File: config.mk
export PLATFORM = sky130hd
export DESIGN_NAME = frac_mul_unit
export DESIGN_NICKNAME = d
export VERILOG_FILES = /design/src/rtl/frac_mul_unit.sv
export SDC_FILE = /design/constraint.sdc
export NUM_CORES = 1
export LEC_CHECK = 0
export BUFFER_PORTS_ARGS = -buffer_cell sky130_fd_sc_hd__buf_4
export CORE_MARGIN = 1
export CORE_UTILIZATION = 30
export DETAILED_ROUTE_END_ITERATION = 10
export HOLD_SLACK_MARGIN = 0.03
export PLACE_DENSITY = 0.44
export REMOVE_ABC_BUFFERS = 1
export SLEW_MARGIN = 10
export SYNTH_ARGS = -nofsm -noshare
export SYNTH_HDL_FRONTEND = slang
export SYNTH_SLANG_ARGS = --single-unit
File: constraint.sdc
create_clock -name clk -period 8.6 [get_ports clk]
set_input_delay 0.43 -clock clk [delete_from_list [all_inputs] [get_ports clk]]
set_output_delay 0.43 -clock clk [all_outputs]
set_load 0.1 [all_outputs]
File: src/rtl/frac_mul_unit.sv
module frac_mul_unit #(
  parameter  int OP_W  = 16,
  parameter  int EXT_W = 4,
  localparam int PR_W  = 2 * OP_W,
  localparam int ACC_W = EXT_W + PR_W
) (
  input  logic             clk,
  input  logic             rst_n,
  input  logic             go,
  input  logic             dst_reg,
  input  logic [OP_W-1:0]  src_a,
  input  logic [OP_W-1:0]  src_b,
  output logic [ACC_W-1:0] acc_q,
  output logic [OP_W-1:0]  reg_q,
  output logic             flag_e,
  output logic             flag_u,
  output logic             flag_n,
  output logic             flag_z,
  output logic             flag_v
);

  localparam logic [OP_W-1:0] MOST_NEG = {1'b1, {(OP_W-1){1'b0}}};

  logic signed [PR_W-1:0] prod;
  logic [ACC_W-1:0]       res;
  logic [EXT_W:0]         top;

  assign prod = $signed(src_a) * $signed(src_b);
  assign res  = {{(EXT_W-1){prod[PR_W-1]}}, prod, 1'b0};
  assign top  = res[ACC_W-1:PR_W-1];

  always_ff @(posedge clk) begin
    if (!rst_n) begin
      acc_q  <= '0;
      reg_q  <= '0;
      flag_e <= 1'b0;
      flag_u <= 1'b0;
      flag_n <= 1'b0;
      flag_z <= 1'b0;
      flag_v <= 1'b0;
    end else if (go) begin
      if (dst_reg) reg_q <= res[PR_W-1:OP_W];
      else         acc_q <= res;
      flag_e <= !((&top) || !(|top));
      flag_u <= res[PR_W-1] == res[PR_W-2];
      flag_n <= res[ACC_W-1];
      flag_z <= res == '0;
      flag_v <= 1'b0;
    end
  end

  a_r5_acc_kept: assert property (@(posedge clk) disable iff (!rst_n)
    go && dst_reg |=> $stable(acc_q));

  a_r5_reg_kept: assert property (@(posedge clk) disable iff (!rst_n)
    go && !dst_reg |=> $stable(reg_q));

  a_r12_idle_hold: assert property (@(posedge clk) disable iff (!rst_n)
    !go |=> $stable(acc_q) && $stable(reg_q) && $stable({flag_e, flag_u, flag_n, flag_z, flag_v}));

  a_r1_lsb_zero: assert property (@(posedge clk) disable iff (!rst_n)
    go && !dst_reg |=> acc_q[0] == 1'b0);

  a_r3_sign: assert property (@(posedge clk) disable iff (!rst_n)
    go && !dst_reg |=> acc_q[ACC_W-1] == ($past(src_a[OP_W-1]) ^ $past(src_b[OP_W-1]))
                       || acc_q == '0
                       || ($past(src_a) == MOST_NEG && $past(src_b) == MOST_NEG));

  a_r7_zero_operand: assert property (@(posedge clk) disable iff (!rst_n)
    go && (src_a == '0 || src_b == '0) |=> flag_z && !flag_n && !flag_e);

  a_r8_no_overflow: assert property (@(posedge clk) disable iff (!rst_n)
    $past(go) |-> !flag_v);

  a_r9_e_only_at_min: assert property (@(posedge clk) disable iff (!rst_n)
    go |=> flag_e == ($past(src_a) == MOST_NEG && $past(src_b) == MOST_NEG));

endmodule

# == Word level (Yosys, flattened, before mapping) ==
# Cells that the tools add are included.
# word_totals
wordCells,17
out_inout_bits,57
reg_bits,52
in_bits,36
# classes
bitwise_logic,1
reduce_logical,8
n_mul,1
eq_ne,1
# op_table
cell,n
$logic_not A36 Y1,1
$mul A16 B16 Y32,1
$reduce_and A2 Y1,3
$logic_not A1 Y1,2
$reduce_or A2 Y1,1
$eq A1 B1 Y1,1
$logic_or A1 B1 Y1,1
$not A1 Y1,1

# == Depth between registers and ports, before layout ==
# Gate-level depths: netlist of run 1.
# depth
ltp_word,5
depth_mapped,31
mapped_depth_nobuf,29

# == Worst setup path after synthesis of run 1 ==
# No wires, ideal clock.
# synth_path
kind,input port to flip-flop
startpoint,input src_a[15]
endpoint,register flag_z
required_ns,8.539
stages,28
setup_slack_ns,1.725
n_path_buf,2
setup_time_ns,0.061
arrival_ns,6.814
path_cell_list,clkbuf_1 -> nand2_1 -> inv_1 -> fa_1 -> fa_1 -> fa_1 -> fa_1 -> fa_1 -> inv_1 -> fa_1 -> inv_1 -> ha_1 -> buf_2 -> a21oi_1 -> o31ai_1 -> a211oi_1 -> nor3b_2 -> a211oi_2 -> mux2i_1 -> nor2_1 -> ha_1 -> nand4_1 -> nor3_1 -> nand4_1 -> nor4_1 -> and4bb_2 -> nand4_1 -> nand2_1
# synth_between
elab_chain_len,2
# synth_lines
item,line,text
from (decl),11,"input logic [OP_W-1:0] src_a,"
$mul A16 B16 Y32,28,assign prod = $signed(src_a) * $signed(src_b);
$logic_not A36 Y1,47,flag_z <= res == '0;
to (signal assigned),39,flag_z <= 1'b0;
to (signal assigned),47,
to (decl),18,"output logic flag_z,"
# No other way between the ends.
# A chain may end at the register's enable or synchronous reset.

# == Worst setup path after layout of run 1 ==
# layout_path
startpoint,input src_b[1]
endpoint,register flag_z
# layout_between
elab_chain_len,2
# layout_lines
item,line,text
from (decl),12,"input logic [OP_W-1:0] src_b,"
$mul A16 B16 Y32,28,
$logic_not A36 Y1,47,
# No other way between the ends.

==> run_results.csv, run 1 <==
group,metric,value,unit
clock_network,cts_setup_buffers,0,
sta,skew,0,ns
floorplanning,die_h,202.7,um
detailed_routing,drt-pass1-iter-count,5,
clock_network,cts_resized,0,
job,drv_cap,0,
synthesis,synthTopCellsByCount,"inv_1 (282), fa_1 (262), nand2_1 (209), and2_1 (138), ha_1 (83)",
critical_path,ff2ff_path_depth,3,
clock_network,root_buffer,"clkbuf_16",
synthesis,synth_xor_area_frac,0.02174,
synthesis,ys_ff_latch,52,
detailed_routing,vias,8890,
placement,hpwlAfterDp,26290,um
sta,tightest_slew,1.155,ns
detailed_routing,viasPerCell,4.650,
grt,grtUsageTotal,0.1679,
worst_hold_path,hold_path.class,"reg -> reg",
sta,finalMaxSlewViolations,0,
grt,grt_antenna_before_repair,0,
outcome,outcome,"finished, final reports clean",
critical_path,arrival,7.55,ns
sta,finalSetupViolations,0,
sta,layout_min_cycle_time,7.317,ns
synthesis,yosys_warnings,0,
critical_path,crit_path_max_fanout,16,
detailed_routing,wirelength,31750,um
worst_hold_path,hp-start,"acc_q[19]$_SDFFE_PN0P_",
floorplanning,dieArea,41100,um^2
sta,setup_tns,0,ns
clock_network,clock_latency,0.29,ns
grt,overflow,0,
sta,fmax,136.7,MHz
clock_network,cts_buffers,5,
floorplanning,core,39730,um^2
clock_network,ctsHoldBuffers,0,
synthesis,yosysTopAreaCell,"fa_1",
worst_hold_path,hold_depth,2,
final_layout,layout.nets,1766,
clock_network,cts.sinks,52,
grt,grt_pass1_wl,54300,um
final_layout,syn_to_final_growth,10.48,%
clock_network,cts_max_path_buffers,2,
sta,period_share,0.8508,
sta,hold_viol,0,
synthesis,synth.most_common_cell,"inv_1",
grt,grt_max_degree,55,
final_layout,fill_cells,4173,
synthesis,synth_top_family_by_area,"adder cells",
critical_path,crit_path_start,"src_b[1]",
grt,grt_pass1_vias,10000,
synthesis,postSynthCellCount,1342,
final_layout,design_area,13350,um^2
final_layout,layout-drive-gt1-share,0.08802,
placement,port_buffers,90,
placement,gp_congestion,0.7905,
detailed_routing,drt_iter0_markers,312,
critical_path,critPathCaptureType,"flip-flop",
synthesis,synth_edf_count,0,
synthesis,synth-simple-area-share,0.1769,
synthesis,synth.area.top_cells,"fa_1 (43%), inv_1 (8.8%), dfxtp_1 (8.6%)",
synthesis,syn_area,12090,um^2
worst_hold_path,hold_end,"acc_q[19]$_SDFFE_PN0P_",
detailed_routing,drc_errors,0,
critical_path,worstReg2RegEnd,"reg_q[13]$_SDFFE_PN0P_",
critical_path,crit_type,"in -> reg",
synthesis,synth_top_area_share,0.4339,
synthesis,synth.distinct_cells,64,
clock_network,clk_pin_slew_worst_paths,0.07,ns
floorplanning,pin_count,93,
clock_network,h-tree-depth,2,
critical_path,startpoint_type,"input pin",
synthesis,muxShareOfSynthArea,0.001656,
synthesis,async_flop_share,0,
placement,place_area,13200,um^2
sta,relSlewSlack,0.2263,
critical_path,r2r_setup_slack,7.87,ns
synthesis,synth_compound_area_frac,0.08643,
critical_path,critPathRequiredTime,8.83,ns
detailed_routing,wire_per_inst,16.61,um
floorplanning,initial_core_util,0.3042,
synthesis,synth_fa_ha_area_frac,0.5198,
floorplanning,die_w,202.7,um
synthesis,seq_area_frac_synth,0.08612,
clock_network,tritoncts,"done",
synthesis,ys_dominant_reg_cell,"dfxtp_1",
floorplanning,rows,73,
detailed_routing,ant_nets,0,
sta,rsz0062_at_grt,"false",
critical_path,worstReg2RegStart,"reg_q[13]$_SDFFE_PN0P_",
synthesis,syn_area_per_cell,9.007,um^2
[metrics by stage]
stage / util / hold slack (ns) / setup WS (ns) / std cells
floorplan: - / 0.5517 / 1.981 / 1287
global placement: 0.3323 / 0.4567 / 1.246 / 1903
detailed placement: 0.3323 / 0.4593 / 0.9712 / 1903
CTS: 0.3360 / 0.4694 / 1.263 / 1911
global route: 0.3360 / 0.4890 / 0.7232 / 1911
finish: 0.3361 / 0.4652 / 1.283 / 1912
[flip-flops by register name, indices dropped and copies added, names as in the netlist]
name / flops
acc_q: 32
flag_n: 1
reg_q: 16
flag_z: 1
flag_u: 1
flag_e: 1
[metal layers]
layer | vias up | GRT usage | wire, um
met3 | 12 | 0.01011 | 698
met4 | 0 | 0.01262 | 109
met1 | 4638 | 0.2152 | 13800
met2 | 109 | 0.3193 | 17140
met5 | - | 0 | 0
li1 | 4131 | - | -
[logic make-up (layout without fill, tap and decap cells)]
family	Yosys count	in the layout
xor+xnor	30	30
simple gates	433	433
other cells	1	3
mux	2	2
compound gates	140	140
flops	52	52
fa+ha+maj	345	345
buf+inv	339	382
[placed cells by master, fill, tap and decap left out, types with 6 or more instances in the layout]
master and instances:
nor2_1 25, nor3_1 8, nand2b_1 8, inv_1 282
xor2_1 8, fa_1 262, a21boi_0 26, nand3_1 10
ha_1 83, dfxtp_1 52, a21oi_1 23, o21ai_0 26
nand2_1 209, xnor2_1 22, and2_1 138, a21o_1 8
buf_4 91, and3_1 6, o211a_1 10
[layout make-up]
class,instances,area (um^2),share of cell area
Antenna cell,1,2.502,0.0001874
Clock buffer,6,138.9,0.01040
Clock inverter,2,10.01,0.0007496
Inverter,283,1062,0.07955
Multi-Input combinational cell,952,9759,0.7308
Sequential cell,52,1041,0.07795
Tap cell,525,656.9,0.04919
Timing Repair Buffer,91,683.2,0.05116
[critical path, cell delays in order]
cell,delay [ns]
buf_4,0.18
nand2_1,0.13
inv_1,0.09
fa_1,0.66
fa_1,0.84
fa_1,0.51
fa_1,0.50
fa_1,0.49
inv_1,0.05
fa_1,0.47
inv_1,0.04
ha_1,0.40
a21oi_1,0.10
o31ai_1,0.44
nor2b_1,0.10
a21oi_1,0.28
nand2_2,0.13
o211ai_2,0.19
o311ai_2,0.17
inv_2,0.10
ha_1,0.19
nand4_1,0.08
nor3_1,0.16
nand4_1,0.11
nor4_1,0.28
and4bb_2,0.27
nand4_1,0.07
nand2_1,0.08
[worst max path at each step]
stage                               end  slack [ns]
floorplan           flag_z$_SDFFE_PN0P_        1.98
finish              flag_z$_SDFFE_PN0P_        1.28
global route        flag_z$_SDFFE_PN0P_        0.72
CTS                 flag_z$_SDFFE_PN0P_        1.26
global placement    flag_z$_SDFFE_PN0P_        1.25
detailed placement  flag_z$_SDFFE_PN0P_        0.97
Power of run 1 is not shown: default switching activity piles up to over one toggle a cycle in this logic, so the estimate is an artifact.
==> run 2: changes to the inputs <==
--- a/config.mk
+++ b/config.mk
@@ -7,10 +7,10 @@
 export LEC_CHECK = 0
 export BUFFER_PORTS_ARGS = -buffer_cell sky130_fd_sc_hd__buf_4
 export CORE_MARGIN = 1
-export CORE_UTILIZATION = 30
+export CORE_UTILIZATION = 50
 export DETAILED_ROUTE_END_ITERATION = 10
 export HOLD_SLACK_MARGIN = 0.03
-export PLACE_DENSITY = 0.44
+export PLACE_DENSITY = 0.66
 export REMOVE_ABC_BUFFERS = 1
 export SLEW_MARGIN = 10
 export SYNTH_ARGS = -nofsm -noshare
==> constraint.sdc (replaced) <==
create_clock -name clk -period 7.48 [get_ports clk]
set_input_delay 0.374 -clock clk [delete_from_list [all_inputs] [get_ports clk]]
set_output_delay 0.374 -clock clk [all_outputs]
set_load 0.1 [all_outputs]
==> run 2 against run 1 <==
  * Register-to-register slack worse by 1.1 ns
  * Critical path depth unchanged
  * Sequential share of layout area rose by 0.14 points
  * First-iteration DRC count up 40%
  * Routed wire length fell by 15%
  * Flip-flop and latch count unchanged
  * Clock skew is the same
  * Clock-buffer cell count stayed put
  * Setup slack worse by 0.81 ns
  * Die area is 40% lower
  * Via count hardly changed
  * Cell count is 11% lower
==> run_results.csv, run 2 (same netlist as run 1, synthesis figures left out) <==
group,metric,value,unit
outcome,outcome,"finished, final reports clean",
critical_path,r2r_setup_slack,6.73,ns
sta,skew,0,ns
detailed_routing,drt-pass1-iter-count,5,
clock_network,cts.sinks,52,
job,drv_cap,0,
clock_network,cts_max_path_buffers,2,
clock_network,root_buffer,"clkbuf_16",
placement,port_buffers,90,
critical_path,worstReg2RegEnd,"acc_q[32]$_SDFFE_PN0P_",
placement,hpwlAfterDp,22810,um
sta,period_share,0.9363,
worst_hold_path,hold_path.class,"in -> reg",
worst_hold_path,hold_depth,3,
detailed_routing,wirelength,27010,um
grt,grtUsageTotal,0.2391,
critical_path,crit_type,"in -> reg",
floorplanning,dieArea,24800,um^2
clock_network,tritoncts,"done",
floorplanning,core,23610,um^2
placement,gp_congestion,0.8872,
critical_path,ff2ff_path_depth,3,
clock_network,clock_latency,0.29,ns
final_layout,syn_to_final_growth,8.529,%
sta,fmax,142.8,MHz
clock_network,cts_buffers,5,
floorplanning,die_w,157.5,um
critical_path,crit_path_start,"src_b[1]",
sta,finalMaxSlewViolations,0,
detailed_routing,drc_errors,0,
critical_path,arrival,7.24,ns
critical_path,critPathRequiredTime,7.71,ns
final_layout,reg_top3,"acc_q (32), reg_q (16)",
sta,setup_tns,0,ns
final_layout,final_cell_mix,"inv_1 (282), fa_1 (261), nand2_1 (209), and2_1 (138), buf_4 (96)",
critical_path,critPathCaptureType,"flip-flop",
floorplanning,initial_core_util,0.5119,
final_layout,final_common_cell,"inv_1",
final_layout,regArea,1041,um^2
clock_network,h-tree-depth,2,
sta,tightest_slew,1.071,ns
floorplanning,rows,56,
detailed_routing,viasPerCell,5.206,
floorplanning,die_h,157.5,um
sta,rsz0062_at_grt,"false",
detailed_routing,wire_per_inst,15.81,um
detailed_routing,vias,8897,
critical_path,crit_path_max_fanout,15,
final_layout,largest_register_ffs,32,
worst_hold_path,hold_end,"flag_z$_SDFFE_PN0P_",
critical_path,worstReg2RegStart,"acc_q[32]$_SDFFE_PN0P_",
sta,finalSetupViolations,0,
final_layout,diodes,0,
clock_network,clk_pin_slew_worst_paths,0.06,ns
detailed_routing,ant_nets,0,
final_layout,layout-drive-gt1-share,0.09065,
sta,layout_min_cycle_time,7.003,ns
final_layout,multi_input_area,9762,um^2
grt,overflow,0,
critical_path,startpoint_type,"input pin",
grt,grt_antenna_before_repair,0,
final_layout,fill_cells,2231,
detailed_routing,drt_iter0_markers,436,
sta,relSlewSlack,0.2825,
final_layout,top_register,"acc_q",
final_layout,layout.nets,1771,
worst_hold_path,hp-start,"go",
sta,hold_viol,0,
grt,grt_pass1_vias,9490,
grt,grt_max_degree,55,
floorplanning,pin_count,93,
grt,grt_pass1_wl,46540,um
==> run 2: cell count changes in the layout (fill, tap and decap cells not counted), sizes merged <==
cell,delta
buf,+5
clkinv,-1
diode,-1
==> run 2: how the worst max path moves through the flow <==
stage	endpoint	slack, ns	depth (start not counted)
global placement	flag_z$_SDFFE_PN0P_	0.34	27
CTS	flag_z$_SDFFE_PN0P_	0.39	27
global route	flag_z$_SDFFE_PN0P_	0.09	27
floorplan	flag_z$_SDFFE_PN0P_	0.92	26
finish	flag_z$_SDFFE_PN0P_	0.48	28
detailed placement	flag_z$_SDFFE_PN0P_	0.11	27
==> run 2: layout make-up <==
type                    instances  area share
flip-flops and latches         52     0.07935
inverters                     283     0.08097
repair buffers                 96     0.05494
clock inverters                 1   0.0003815
clock buffers                   6    0.009824
multi-input cells             952      0.7441
well taps                     319     0.03042
==> run 2: per-layer routing <==
layer	track usage	wire length, um	up-vias	share of wire
li1	-	-	4140	-
met1	0.3104	11560	4576	0.43
met2	0.4484	14460	165	0.54
met3	0.01211	758	16	0.028
met4	0.03098	238	0	0.0088
met5	0	0	-	0
==> run 2: metrics by stage <==
step	worst slack [ns]	util	hold slack (ns)	std cells	instance area [um^2]
after floorplan	0.9167	-	0.4957	1287	11860
after global placement	0.3350	0.5498	0.4557	1702	12980
after detailed placement	0.1121	0.5498	0.4599	1702	12980
after CTS	0.3854	0.5555	0.4364	1709	13120
after global routing	0.08656	0.5556	0.4554	1709	13120
final	0.4765	0.5556	0.4454	1709	13120
==> run 2: critical path: stages <==
cell       delay, ns
buf_4           0.10
buf_4           0.22
nand2_1         0.11
fa_1            0.51
fa_1            0.51
fa_1            0.52
inv_1           0.06
fa_1            0.52
fa_1            0.50
inv_1           0.05
fa_1            0.48
inv_1           0.05
ha_1            0.38
nand4_1         0.20
a2111oi_4       0.45
nand3_1         0.14
and3_4          0.23
a211oi_2        0.21
mux2i_1         0.15
nor2_1          0.17
ha_1            0.23
nand4_1         0.09
nor3_1          0.17
nand4_1         0.11
nor4_1          0.30
and4bb_2        0.27
nand4_1         0.07
nand2_1         0.07
==> run 2: repair_timing <==
item	CTS	global route
gates resized for setup	0	1
hold buffers	0	0
setup endpoints to repair	0	1
setup buffers	0	0
Power of run 2 is left out for the same reason.
